$ cat src/rtl/tm_pkg.sv
package tm_pkg;

    localparam int unsigned WORD_W    = 32;
    localparam int unsigned EPOCH_LSB = 7;
    localparam int unsigned TOP_BITS  = WORD_W - 25;

    typedef enum logic [1:0] {
        RC_DONE = 2'd0,
        RC_TYPE = 2'd1,
        RC_ADDR = 2'd2
    } rcode_e;

    typedef enum logic [2:0] {
        SEL_NONE,
        SEL_CYC,
        SEL_BUS,
        SEL_SPH,
        SEL_SPL
    } sel_e;

    localparam int unsigned WORD_CYC = 0;
    localparam int unsigned WORD_BUS = 1;
    localparam int unsigned WORD_SPH = 2;
    localparam int unsigned WORD_SPL = 3;

    localparam logic [WORD_W-1:0] BUS_KEEP = 32'hFFFF_FF80;
    localparam logic [WORD_W-1:0] SPH_KEEP = 32'h0000_0007;
    localparam logic [WORD_W-1:0] SPL_KEEP = 32'hFFF8_0000;
    localparam logic [WORD_W-1:0] EPOCH_STEP = WORD_W'(1) << EPOCH_LSB;

    typedef struct packed {
        logic [WORD_W-1:0] prev;
        logic [WORD_W-1:0] upper;
    } epoch_t;

    typedef struct packed {
        logic [WORD_W-1:0] hi;
        logic [WORD_W-1:0] lo;
    } split_t;

    typedef struct packed {
        logic              valid;
        rcode_e            code;
        logic [WORD_W-1:0] rdata;
        logic              load;
        logic [WORD_W-1:0] load_val;
    } rsp_t;

endpackage

$ cat src/rtl/tm_decode.sv
module tm_decode
    import tm_pkg::*;
#(
    parameter int unsigned ADDR_W = 8,
    parameter int unsigned LEN_W  = 10
) (
    input  logic [ADDR_W-1:0] addr,
    input  logic [LEN_W-1:0]  len,
    output logic              aligned,
    output sel_e              sel
);
    localparam int unsigned IDX_W = ADDR_W - 2;

    logic [IDX_W-1:0] word;

    always_comb begin
        word    = addr[ADDR_W-1:2];
        aligned = (addr[1:0] == 2'b00) && (len[1:0] == 2'b00) && (|len);
        case (word)
            IDX_W'(WORD_CYC): sel = SEL_CYC;
            IDX_W'(WORD_BUS): sel = SEL_BUS;
            IDX_W'(WORD_SPH): sel = SEL_SPH;
            IDX_W'(WORD_SPL): sel = SEL_SPL;
            default:          sel = SEL_NONE;
        endcase
    end

endmodule

$ cat src/rtl/tm_epoch.sv
module tm_epoch
    import tm_pkg::*;
(
    input  logic              clk,
    input  logic              rst_n,
    input  logic              smp_en,
    input  logic [WORD_W-1:0] live,
    input  logic              cyc_wr,
    input  logic              bus_wr,
    input  logic [WORD_W-1:0] wdata,
    output logic [WORD_W-1:0] bus_view
);
    epoch_t st_d, st_q;

    always_comb begin
        st_d = st_q;
        if (smp_en) begin
            if (live < st_q.prev) begin
                st_d.upper = st_q.upper + EPOCH_STEP;
            end
            st_d.prev = live;
        end
        if (cyc_wr) begin
            st_d.prev = wdata;
        end
        if (bus_wr) begin
            st_d.upper = wdata & BUS_KEEP;
        end
        bus_view = st_d.upper | {{(WORD_W-TOP_BITS){1'b0}}, live[WORD_W-1:25]};
    end

    always_ff @(posedge clk) begin
        if (!rst_n) begin
            st_q <= '0;
        end else begin
            st_q <= st_d;
        end
    end

endmodule

$ cat src/rtl/tm_split.sv
module tm_split
    import tm_pkg::*;
#(
    parameter int unsigned LO_RESET_UNITS = 800
) (
    input  logic              clk,
    input  logic              rst_n,
    input  logic              hi_wr,
    input  logic              lo_wr,
    input  logic [WORD_W-1:0] wdata,
    output logic [WORD_W-1:0] hi_val,
    output logic [WORD_W-1:0] lo_val
);
    localparam logic [WORD_W-1:0] LO_RST = WORD_W'(LO_RESET_UNITS) << 19;

    split_t st_d, st_q;

    always_comb begin
        st_d = st_q;
        if (hi_wr) begin
            st_d.hi = wdata & SPH_KEEP;
        end
        if (lo_wr) begin
            st_d.lo = wdata & SPL_KEEP;
        end
        hi_val = st_q.hi;
        lo_val = st_q.lo;
    end

    always_ff @(posedge clk) begin
        if (!rst_n) begin
            st_q.hi <= '0;
            st_q.lo <= LO_RST & SPL_KEEP;
        end else begin
            st_q <= st_d;
        end
    end

endmodule

$ cat src/rtl/tm_regs.sv
module tm_regs
    import tm_pkg::*;
#(
    parameter int unsigned ADDR_W         = 8,
    parameter int unsigned LEN_W          = 10,
    parameter int unsigned LO_RESET_UNITS = 800
) (
    input  logic              clk,
    input  logic              rst_n,
    input  logic              acc_valid,
    input  logic              acc_write,
    input  logic [ADDR_W-1:0] acc_addr,
    input  logic [LEN_W-1:0]  acc_len,
    input  logic [31:0]       acc_wdata,
    input  logic [31:0]       cyc_live,
    output logic              rsp_valid,
    output logic [1:0]        rsp_code,
    output logic [31:0]       rsp_rdata,
    output logic              cyc_load,
    output logic [31:0]       cyc_load_val
);
    logic              aligned;
    sel_e              sel;
    logic              hit;
    logic              do_rd;
    logic              do_wr;
    logic [WORD_W-1:0] bus_view;
    logic [WORD_W-1:0] sph_val;
    logic [WORD_W-1:0] spl_val;
    rsp_t              rsp_d, rsp_q;

    tm_decode #(
        .ADDR_W (ADDR_W),
        .LEN_W  (LEN_W)
    ) u_dec (
        .addr    (acc_addr),
        .len     (acc_len),
        .aligned (aligned),
        .sel     (sel)
    );

    always_comb begin
        hit   = acc_valid && aligned && (sel != SEL_NONE);
        do_rd = hit && !acc_write;
        do_wr = hit && acc_write;
    end

    tm_epoch u_epoch (
        .clk      (clk),
        .rst_n    (rst_n),
        .smp_en   (do_rd && (sel == SEL_CYC || sel == SEL_BUS)),
        .live     (cyc_live),
        .cyc_wr   (do_wr && sel == SEL_CYC),
        .bus_wr   (do_wr && sel == SEL_BUS),
        .wdata    (acc_wdata),
        .bus_view (bus_view)
    );

    tm_split #(
        .LO_RESET_UNITS (LO_RESET_UNITS)
    ) u_split (
        .clk    (clk),
        .rst_n  (rst_n),
        .hi_wr  (do_wr && sel == SEL_SPH),
        .lo_wr  (do_wr && sel == SEL_SPL),
        .wdata  (acc_wdata),
        .hi_val (sph_val),
        .lo_val (spl_val)
    );

    always_comb begin
        rsp_d          = '0;
        rsp_d.valid    = acc_valid;
        rsp_d.code     = RC_DONE;
        rsp_d.load_val = rsp_q.load_val;
        if (acc_valid) begin
            if (!aligned) begin
                rsp_d.code = RC_TYPE;
            end else if (sel == SEL_NONE) begin
                rsp_d.code = RC_ADDR;
            end
        end
        if (do_rd) begin
            case (sel)
                SEL_CYC: rsp_d.rdata = cyc_live;
                SEL_BUS: rsp_d.rdata = bus_view;
                SEL_SPH: rsp_d.rdata = sph_val;
                SEL_SPL: rsp_d.rdata = spl_val;
                default: rsp_d.rdata = '0;
            endcase
        end
        if (do_wr && sel == SEL_CYC) begin
            rsp_d.load     = 1'b1;
            rsp_d.load_val = acc_wdata;
        end
    end

    always_ff @(posedge clk) begin
        if (!rst_n) begin
            rsp_q <= '0;
        end else begin
            rsp_q <= rsp_d;
        end
    end

    assign rsp_valid    = rsp_q.valid;
    assign rsp_code     = rsp_q.code;
    assign rsp_rdata    = rsp_q.rdata;
    assign cyc_load     = rsp_q.load;
    assign cyc_load_val = rsp_q.load_val;

endmodule

$ cat config.mk
export PLATFORM = sky130hd
export DESIGN_NAME = tm_regs
export DESIGN_NICKNAME = d
export VERILOG_FILES = /design/src/rtl/tm_pkg.sv /design/src/rtl/tm_decode.sv /design/src/rtl/tm_epoch.sv /design/src/rtl/tm_split.sv /design/src/rtl/tm_regs.sv
export SDC_FILE = /design/constraint.sdc
export NUM_CORES = 1
export LEC_CHECK = 0
export ABC_AREA = 1
export BUFFER_PORTS_ARGS = -buffer_cell sky130_fd_sc_hd__buf_4
export CORE_ASPECT_RATIO = 1.2
export CORE_MARGIN = 10
export CORE_UTILIZATION = 40
export DETAILED_ROUTE_END_ITERATION = 10
export PLACE_DENSITY_LB_ADDON = 0.2
export SYNTH_ARGS = -nofsm -noshare
export SYNTH_HDL_FRONTEND = slang
export SYNTH_SLANG_ARGS = --single-unit
$ cat constraint.sdc
create_clock -name clk -period 4.6 [get_ports clk]
set_clock_uncertainty 0.05 [all_clocks]
set_input_delay 0.23 -clock clk [delete_from_list [all_inputs] [get_ports clk]]
set_output_delay 0.23 -clock clk [all_outputs]
set_load 0.03 [all_outputs]
Yosys cells after proc, flatten, opt, wreduce, memory -nomap -nowiden

Index checks and enable logic that the tools add are counted.

Reductions and logical operators: 23
Multipliers: 0
Div/mod/pow operators: 0
Equal/unequal tests: 7
Bitwise operators: 1
Magnitude comparators: 1
Shifts and indexed selects: 0
Muxes and demuxes: 9
Add/sub/neg operators: 1

Operator list:

| kind                                                             | number |
|---|---|
| 32-bit one-hot mux with 4 select lines                           | 1 |
| 32-bit two-way mux                                               | 3 |
| 64-bit two-way mux                                               | 1 |
| 33-bit two-way mux                                               | 1 |
| 32-bit by 8-bit adder with 32-bit output (second input constant) | 1 |
| 32-bit less-than comparator                                      | 1 |
| 32-bit by 7-bit bitwise OR with 32-bit output                    | 1 |
| 6-bit by 2-bit == test with 1-bit output (second input constant) | 2 |
| 3-bit one-hot mux with 4 select lines                            | 1 |
| 1-bit logical AND                                                | 11 |
| 10-bit OR reduction                                              | 1 |
| 3-bit by 2-bit == test with 1-bit output (second input constant) | 2 |
| 6-bit by 1-bit == test with 1-bit output (second input constant) | 1 |
| 6-bit logical NOT                                                | 1 |
| 2-bit logical NOT                                                | 2 |
| 2-bit AND reduction                                              | 2 |
| 3-bit by 1-bit == test with 1-bit output (second input constant) | 1 |
| 3-bit == test (second input constant)                            | 1 |
| 3-bit logical NOT                                                | 1 |
| 3-bit AND reduction                                              | 1 |
| 3-bit nonzero test                                               | 1 |
| 2-bit two-way mux                                                | 1 |
| 2-bit nonzero test                                               | 1 |
| 1-bit logical NOT                                                | 1 |
| 2 further kinds                                                  | 2 |

Memory bits (read-only): 0
Word-level logic and storage cells: 52
Input port bits: 86
Bits in registers: 148
Memories: 0
Latch bits: 0
Memory bits (writable): 0

Longest topological paths before layout

Gate-level depths: netlist of the first run.

Depth in word-level cells: 11
Mapped depth: 19
Gate-level depth less buffers: 18

Modules after synthesis

A second synthesis of the first run with hierarchy kept.

Cell total of the unflattened synthesis: 1,399
Area total of the unflattened synthesis: 9,033.7 µm²

Modules (own cells, without submodules):

| module    | instances | area an instance (µm²) | sequential area each (µm²) | cells an instance |
|---|---|---|---|---|
| tm_epoch  | 1         | 4,524.3                | 1,281.2                    | 691 |
| tm_regs   | 1         | 3,402.0                | 1,361.3                    | 544 |
| tm_split  | 1         | 1,023.5                | 320.3                      | 144 |
| tm_decode | 1         | 83.8                   | 0.0                        | 20 |

Least setup slack after synthesis of the first run

OpenSTA, ideal clock, no wires.

Path type: register -> register
Start: register u_epoch.st_q[57] (netlist bit)
End: register rsp_q, in the netlist rsp_rdata[12]
Required time: 4.416 ns
Data arrival time: 1.860 ns
Buffers on the path: 1
Stages on the path, launching flop included: 16
Slack: 2.557 ns
Cells stage by stage: dfxtp_1 -> inv_1 -> ha_1 -> nand2_1 -> inv_1 -> o21bai_1 -> nand2_1 -> a21oi_1 -> nand3_2 -> a21oi_4 -> buf_6 -> nand3_1 -> nand2_1 -> nand2_1 -> nand3_1 -> a21oi_1

Cells in the longest elaborated chain, start to end: 6

RTL lines:

| item                                          | line           | RTL |
|---|---|---|
| start, declared                               | tm_epoch.sv:13 | `epoch_t st_d, st_q;` |
| start signal, assigned                        | tm_epoch.sv:36 | `st_q <= st_d;` |
| 32-bit less-than comparator                   | tm_epoch.sv:18 | `if (live < st_q.prev) begin` |
| 32-bit two-way mux                            | tm_epoch.sv:18 |  |
| 64-bit two-way mux                            | tm_epoch.sv:17 | `if (smp_en) begin` |
| 32-bit two-way mux                            | tm_epoch.sv:26 | `if (bus_wr) begin` |
| 32-bit by 7-bit bitwise OR with 32-bit output | tm_epoch.sv:29 | `bus_view = st_d.upper \| {{(WORD_W-TOP_BITS){1'b0}}, live[WORD_W-1:25]};` |
| 32-bit one-hot mux with 4 select lines        | tm_regs.sv:84  | `case (sel)` |
| end signal, assigned                          | tm_regs.sv:102 | `rsp_q <= rsp_d;` |
| end, declared                                 | tm_regs.sv:30  | `rsp_t rsp_d, rsp_q;` |

No other way between the ends. The select of a mux whose other input is x is not followed.
A chain may end at the register's enable or synchronous reset.

Final worst setup path of the first run

Start: input port acc_valid
End: register u_epoch.st_q[45] (netlist bit)

Cells in the longest elaborated chain, start to end: 5
Elaborated cells on any way between the ends: 8
Classes of those cells: mux: 1; reduce/logical: 7

RTL lines:

| item                                                     | line                         | RTL |
|---|---|---|
| start, declared                                          | tm_regs.sv:10                | `input logic acc_valid,` |
| 1-bit logical AND (*) (2 in series)                      | tm_regs.sv:43                | `hit = acc_valid && aligned && (sel != SEL_NONE);` |
| 1-bit logical AND, on equally long branches              | tm_regs.sv:45, tm_regs.sv:44 |  |
| 1-bit logical AND, on equally long branches              | tm_regs.sv:53, tm_regs.sv:51 |  |
| 32-bit two-way mux or 2-bit nonzero test (tied branches) | -                            |  |

Every way passes the cells marked *; elsewhere a longest branch is shown, timed or not.

==> flow_summary.json, run 1 <==
{
  "max_stage_delay_ps": 540,
  "start_util": 0.405,
  "ys.flop_type": "dfxtp_1",
  "grt_pass1_wl_mm": 37.0,
  "drv_cap": 0,
  "synth_nets": 1143,
  "critical_path.max_fanout": 38,
  "startpoint_type": "input pin",
  "numCtsBuffers": 17,
  "cts_tree": "built",
  "place_congestion": 0.867,
  "crit_top_cell": "inv_2",
  "cp_num_buf_inv": 6,
  "yosysSeqAreaShare": 0.406,
  "io_buffers": 153,
  "end_kind": "flop",
  "cts_setup_buffers": 0,
  "worstPathRequired_ps": 4890,
  "htreeDepth": 4,
  "total_power_w": 0.00282,
  "synth_top_family_by_area": "simple AND/OR/NAND/NOR gates",
  "crit_end": "u_epoch.st_q[45]$_SDFFE_PN0P_",
  "clock-sinks": 148,
  "yosys.area_share.adder": 0.0548,
  "grt_use_total": 0.194,
  "wirelength_mm": 23.2,
  "holdBufCountCts": 4,
  "tightest_slew_ps": 994,
  "drtAntennaViolNets": 0,
  "cp.depth": 13,
  "crit_type": "in2reg",
  "drv_slew": 0,
  "synthTopCellsByArea": "dfxtp_1 (41%), nand2_1 (16%), a21oi_1 (6.2%), ha_1 (5.5%), inv_1 (4.6%)",
  "r2r_cells": 15,
  "syn_area_sq_um": 7300,
  "cellPowerDensity_nw_per_um2": 306,
  "outcome": "finished clean",
  "synthMuxAreaShare": 0,
  "die_w_microns": 143,
  "synth_top_area_frac": 0.406,
  "leakage_nw": 3.78,
  "cts_root_buf": "clkbuf_16",
  "avgRoutedWirePerCell_microns": 16.6,
  "regToRegSetupSlack_ps": 1920,
  "dieHeight_microns": 168,
  "synth_xor_area_frac": 0.00120,
  "rr_startpoint": "u_epoch.st_q[57]$_SDFFE_PN0P_",
  "slew-limit-headroom": 0.336,
  "yosys.area.top_type": "dfxtp_1",
  "drcViolationCount": 0,
  "clk_pin_slew_ps": 60,
  "finalSetupViolations": 0,
  "area_delta_synth_final_pct": 26.1,
  "grt-ovfl-total": 0,
  "fmax_mhz": 354,
  "tns_ps": 0,
  "clk_latency_ps": 430,
  "cts-resized-gates": 0,
  "cts_buffer_depth": 2,
  "pin_count": 154,
  "firstDrtPassIters": 5,
  "hold_violations": 0,
  "synth_enable_flop_cells": 0,
  "synth_common_cells": "nand2_1 (309), dfxtp_1 (148), a21oi_1 (91), inv_1 (90), nor2_1 (68)",
  "synthSimpleGateAreaFrac": 0.309,
  "synthArstFlopShare": 0,
  "crit_chain": "dlygate4sd3_1 > buf_4 > inv_1 > nor2_4 > nand3_1 > nor2_2 > inv_2 > nor2_4 > inv_2 > nand2_2 > inv_2 > nand2_1 > a31oi_1",
  "grt_max_degree": 56,
  "vias_per_cell": 5.08,
  "grt_pass1_vias": 7026,
  "rsz0062_at_grt": "no",
  "min_period_over_period": 0.614,
  "rows": 54,
  "critPathLaunch": "acc_valid",
  "worst_ir_drop_vdd_mv": 0.256,
  "synthMostInstantiatedCell": "nand2_1",
  "fin_crit_ps": 2830,
  "core_area_sq_um": 18000,
  "drt_iter0_drc": 508,
  "synth_cell_type_count": 40,
  "finalNetCount": 1279,
  "cp_slowest_cell": "dlygate4sd3_1",
  "crit_family": "buffers and inverters",
  "r2r-end": "rsp_rdata[9]$_SDFF_PN0_",
  "hpwl_mm": 16.7,
  "yosys_warnings": 0,
  "hp-class": "in2reg",
  "drive_gt1_frac": 0.210,
  "diodes": 0,
  "via_count": 7106,
  "avgSynthCellArea_sq_um": 7.12,
  "ys_seq_elements": 148,
  "dieArea_sq_um": 24100,
  "cp_data_arrival_time_ps": 3110,
  "antenna_found_initial": 0,
  "synth-compound-area-share": 0.147,
  "syn_inst": 1025
}
==> worst min-delay path by stage <==
| stage | startpoint | to | cells past startpoint |
|---|---|---|---|
| after floorplan | acc_valid | rsp_valid$_SDFF_PN0_ | 2 |
| after global placement | u_epoch.st_q[2]$_SDFF_PN0_ | u_epoch.st_q[2]$_SDFF_PN0_ | 2 |
| after detailed placement | u_epoch.st_q[6]$_SDFF_PN0_ | u_epoch.st_q[6]$_SDFF_PN0_ | 2 |
| after CTS | cyc_live[15] | rsp_rdata[15]$_SDFF_PN0_ | 3 |
| after global routing | cyc_live[17] | rsp_rdata[17]$_SDFF_PN0_ | 3 |
| final | cyc_live[15] | rsp_rdata[15]$_SDFF_PN0_ | 3 |
==> area by class of cell <==
| type | instances | area (sq um) |
|---|---|---|
| clock buffer | 22 | 484 |
| clock inverter | 10 | 97.6 |
| fill | 1801 | 8830 |
| inverter | 103 | 387 |
| multi-input combinational | 727 | 3750 |
| sequential | 148 | 2960 |
| tap | 224 | 280 |
| timing repair buffer | 164 | 1240 |
==> through the flow <==
step | util | cells | cell area [sq um] | hold WS, ps | worst slack (ps)
after floorplan | - | 1025 | 7300 | 309 | 2560
after global placement | 0.476 | 1362 | 8580 | 382 | 1760
after detailed placement | 0.476 | 1362 | 8580 | 386 | 1620
after CTS | 0.510 | 1398 | 9210 | 19.3 | 1750
after global routing | 0.510 | 1398 | 9210 | 28.5 | 1560
final | 0.510 | 1398 | 9210 | 34.6 | 1770
==> metal layers <==
metal,track usage,share of wire,vias up
li1,-,-,3624
met1,0.237,0.43,3280
met2,0.329,0.49,176
met3,0.0470,0.068,26
met4,0.0556,0.017,0
met5,0,0,-
==> cell usage in the layout (no fill, tap or decap), drive strengths merged, types with 5 or more instances in the layout <==
master	netlist	final
a21oi	95	95
a22oi	13	13
a31oi	35	35
buf	23	160
clkbuf	24	22
clkinv	2	6
dfxtp	148	148
ha	32	32
inv	101	103
nand2	313	313
nand3	50	50
nand4	22	22
nor2	76	76
nor3	24	24
o21ai	32	32
o21bai	5	5
or2	17	17
==> tightest hold or removal path, delay by kind of cell <==
family	cells	cell delay [ps]
AO/OA/AOI/OAI	1	50
AND/OR/NAND/NOR	1	60
buffers and inverters	1	120
==> report_power, final <==
part           total [W]  switching (W)  internal, W
Clock            0.00137       0.000565     0.000805
Sequential       0.00128    0.000000283      0.00128
Combinational   0.000166      0.0000924    0.0000735
Total            0.00282       0.000658      0.00216
==> kinds of logic after synthesis <==
group           Yosys count
buf+inv                 150
compound gates          185
fa+ha+maj                32
flops                   148
xor+xnor                  1
simple gates            509
==> flip-flops by register name, indices dropped and copies added (netlist names) <==
register	flops
rsp_code	2
cyc_load_val	32
u_split.lo_val	13
u_epoch.st_q	64
rsp_rdata	32
cyc_load	1
u_split.hi_val	3
rsp_valid	1
(Power assumes the default switching activity.)
==> inputs of run 2 (changes only) <==
- clock period: 4.6 -> 3 ns (I/O delays scaled with it)
==> run 2 against run 1 <==
Effect of this change: worst hold slack worse by 26 ps; routed wire length grew 3.0%; critical path depth grew 2; non-clock buffer count rose by 68; sequential share of layout area is 2.3 points lower; register-to-register slack lost 1500 ps; clock power up 69%; count of clock-buffer cells in the layout unchanged; combinational power up 92%; cell count is 4.8% higher; via count rose by 5.4%; largest power group unchanged.
==> flow_summary.json, run 2 (same netlist as run 1, synthesis figures left out) <==
{
  "outcome": "finished clean",
  "stdcell_count": 1465,
  "numCtsBuffers": 17,
  "wirelength_mm": 23.9,
  "clockPowerShare": 0.502,
  "grt_pass1_vias": 7383,
  "worstPathRequired_ps": 3250,
  "p_int_w": 0.00360,
  "max_stage_delay_ps": 550,
  "vias_per_cell": 5.11,
  "grt-ovfl-total": 0,
  "clock-sinks": 148,
  "pin_count": 154,
  "cts_buffer_depth": 2,
  "rows": 54,
  "cp_slowest_cell": "dlygate4sd3_1",
  "grt_pass1_wl_mm": 38.5,
  "finalNetCount": 1347,
  "fin_crit_ps": 2710,
  "layout_common_cells": "nand2_1 (309), buf_4 (167), dfxtp_1 (148)",
  "seqCellArea_sq_um": 2960,
  "via_count": 7493,
  "end_kind": "flop",
  "crit_top_cell": "nand2_1",
  "dieHeight_microns": 168,
  "io_buffers": 153,
  "firstDrtPassIters": 5,
  "drtAntennaViolNets": 0,
  "hold_violations": 0,
  "die_w_microns": 143,
  "fmax_mhz": 369,
  "avgRoutedWirePerCell_microns": 16.3,
  "critical_path.max_fanout": 19,
  "rsz0062_at_grt": "no",
  "p_switching_w": 0.000989,
  "startpoint_type": "input pin",
  "dieArea_sq_um": 24100,
  "drcViolationCount": 0,
  "crit_chain": "dlygate4sd3_1 > buf_4 > ha_1 > nand2_1 > inv_1 > o21bai_1 > nand2_1 > a21oi_1 > nand3_2 > a21oi_4 > nand4_1 > nand2_1 > nand2_1 > nand2_1 > a21oi_1",
  "drv_slew": 0,
  "clk_pin_slew_ps": 60,
  "n_fill_cell": 1738,
  "place_congestion": 0.891,
  "tns_ps": 0,
  "hpwl_mm": 17.0,
  "cp_data_arrival_time_ps": 2960,
  "placed_cells": 1369,
  "multi_input_area_sq_um": 3750,
  "drive_gt1_frac": 0.202,
  "min_period_over_period": 0.904,
  "htreeDepth": 4,
  "hp-class": "in2reg",
  "tightest_slew_ps": 774,
  "seq_power_share": 0.428,
  "total_power_w": 0.00459,
  "core_area_sq_um": 18000,
  "area_delta_synth_final_pct": 35.9,
  "worst_ir_drop_vdd_mv": 0.405,
  "mostFrequentLayoutCell": "nand2_1",
  "cellPowerDensity_nw_per_um2": 463,
  "p_comb_frac": 0.069,
  "start_util": 0.405,
  "crit_type": "in2reg",
  "leakage_nw": 4.10,
  "cts-resized-gates": 0,
  "antenna_found_initial": 1,
  "cts_setup_buffers": 0,
  "grt_max_degree": 45,
  "cts_tree": "built",
  "largest_register_ffs": 64,
  "finalSetupViolations": 0,
  "p_sw_frac": 0.215,
  "drv_cap": 0,
  "cts_root_buf": "clkbuf_16",
  "largest_register": "u_epoch.st_q",
  "grt_use_total": 0.200,
  "postLayoutCoreUtil": 0.550,
  "drt_iter0_drc": 559,
  "slew-limit-headroom": 0.483,
  "clk_latency_ps": 430
}
==> run 2: changes by cell type in the layout (fill, tap and decap cells not counted), sizes merged, moves of 2 or more <==
cell	previous run	this run
inv	103	101
buf	160	167
clkinv	6	4
dlygate4sd3	4	65
bufinv	1	4
==> run 2: repair_timing <==
item / 4_1_cts / 5_1_grt
setup endpoints to repair: 0 / 0
hold buffers: 64 / 1
endpoints found under the hold margin: 96 / 1
==> run 2: worst paths after layout <==
kind / start / end / slack, ps / cells past startpoint
max: cyc_live[25] / rsp_rdata[21]$_SDFF_PN0_ / 290 / 15
min: cyc_live[29] / u_epoch.st_q[61]$_SDFFE_PN0P_ / 9 / 3
min reg2reg: u_epoch.st_q[4]$_SDFF_PN0_ / u_epoch.st_q[4]$_SDFF_PN0_ / 390 / 2
max reg2reg: u_epoch.st_q[57]$_SDFFE_PN0P_ / rsp_rdata[21]$_SDFF_PN0_ / 370 / 14
==> run 2: stage by stage <==
step	area, sq um	hold WS (ps)	setup WS (ps)
2_1_floorplan	7300	229	957
3_3_place_gp	8640	340	453
3_5_place_dp	8640	341	403
4_1_cts	9910	1.46	322
5_1_grt	9920	20.0	16.5
6_report	9920	8.55	288
==> run 2: per-layer routing <==
metal / share of wire / wire length, microns / track usage / up-vias
met5: 0 / 0 / 0 / -
met4: 0.022 / 530 / 0.0680 / 0
met3: 0.051 / 1220 / 0.0433 / 31
met2: 0.48 / 11600 / 0.331 / 194
met1: 0.44 / 10600 / 0.251 / 3498
li1: - / - / - / 3770
==> run 2: area by class of cell <==
type,count,area share
Antenna cell,1,0.000252
Clock buffer,22,0.0488
Clock inverter,8,0.0150
Inverter,103,0.0390
Multi-Input combinational cell,727,0.378
Sequential cell,148,0.299
Tap cell,224,0.0282
Timing Repair Buffer,232,0.192
==> run 2: critical path, delay by kind of cell <==
kind	cells	cell delay, ps
compound gates	4	1020
fa+ha+maj	1	300
buf+inv	3	750
simple gates	7	740
==> run 2: power by group through the flow <==
| stage | Sequential, W | Combinational (W) | Clock, W |
|---|---|---|---|
| after floorplan | 0.00201 | 0.0000897 | 0 |
| after global placement | 0.00201 | 0.000249 | 0 |
| after detailed placement | 0.00201 | 0.000250 | 0 |
| after CTS | 0.00197 | 0.000316 | 0.00233 |
| after global routing | 0.00197 | 0.000348 | 0.00242 |
| final | 0.00197 | 0.000318 | 0.00231 |
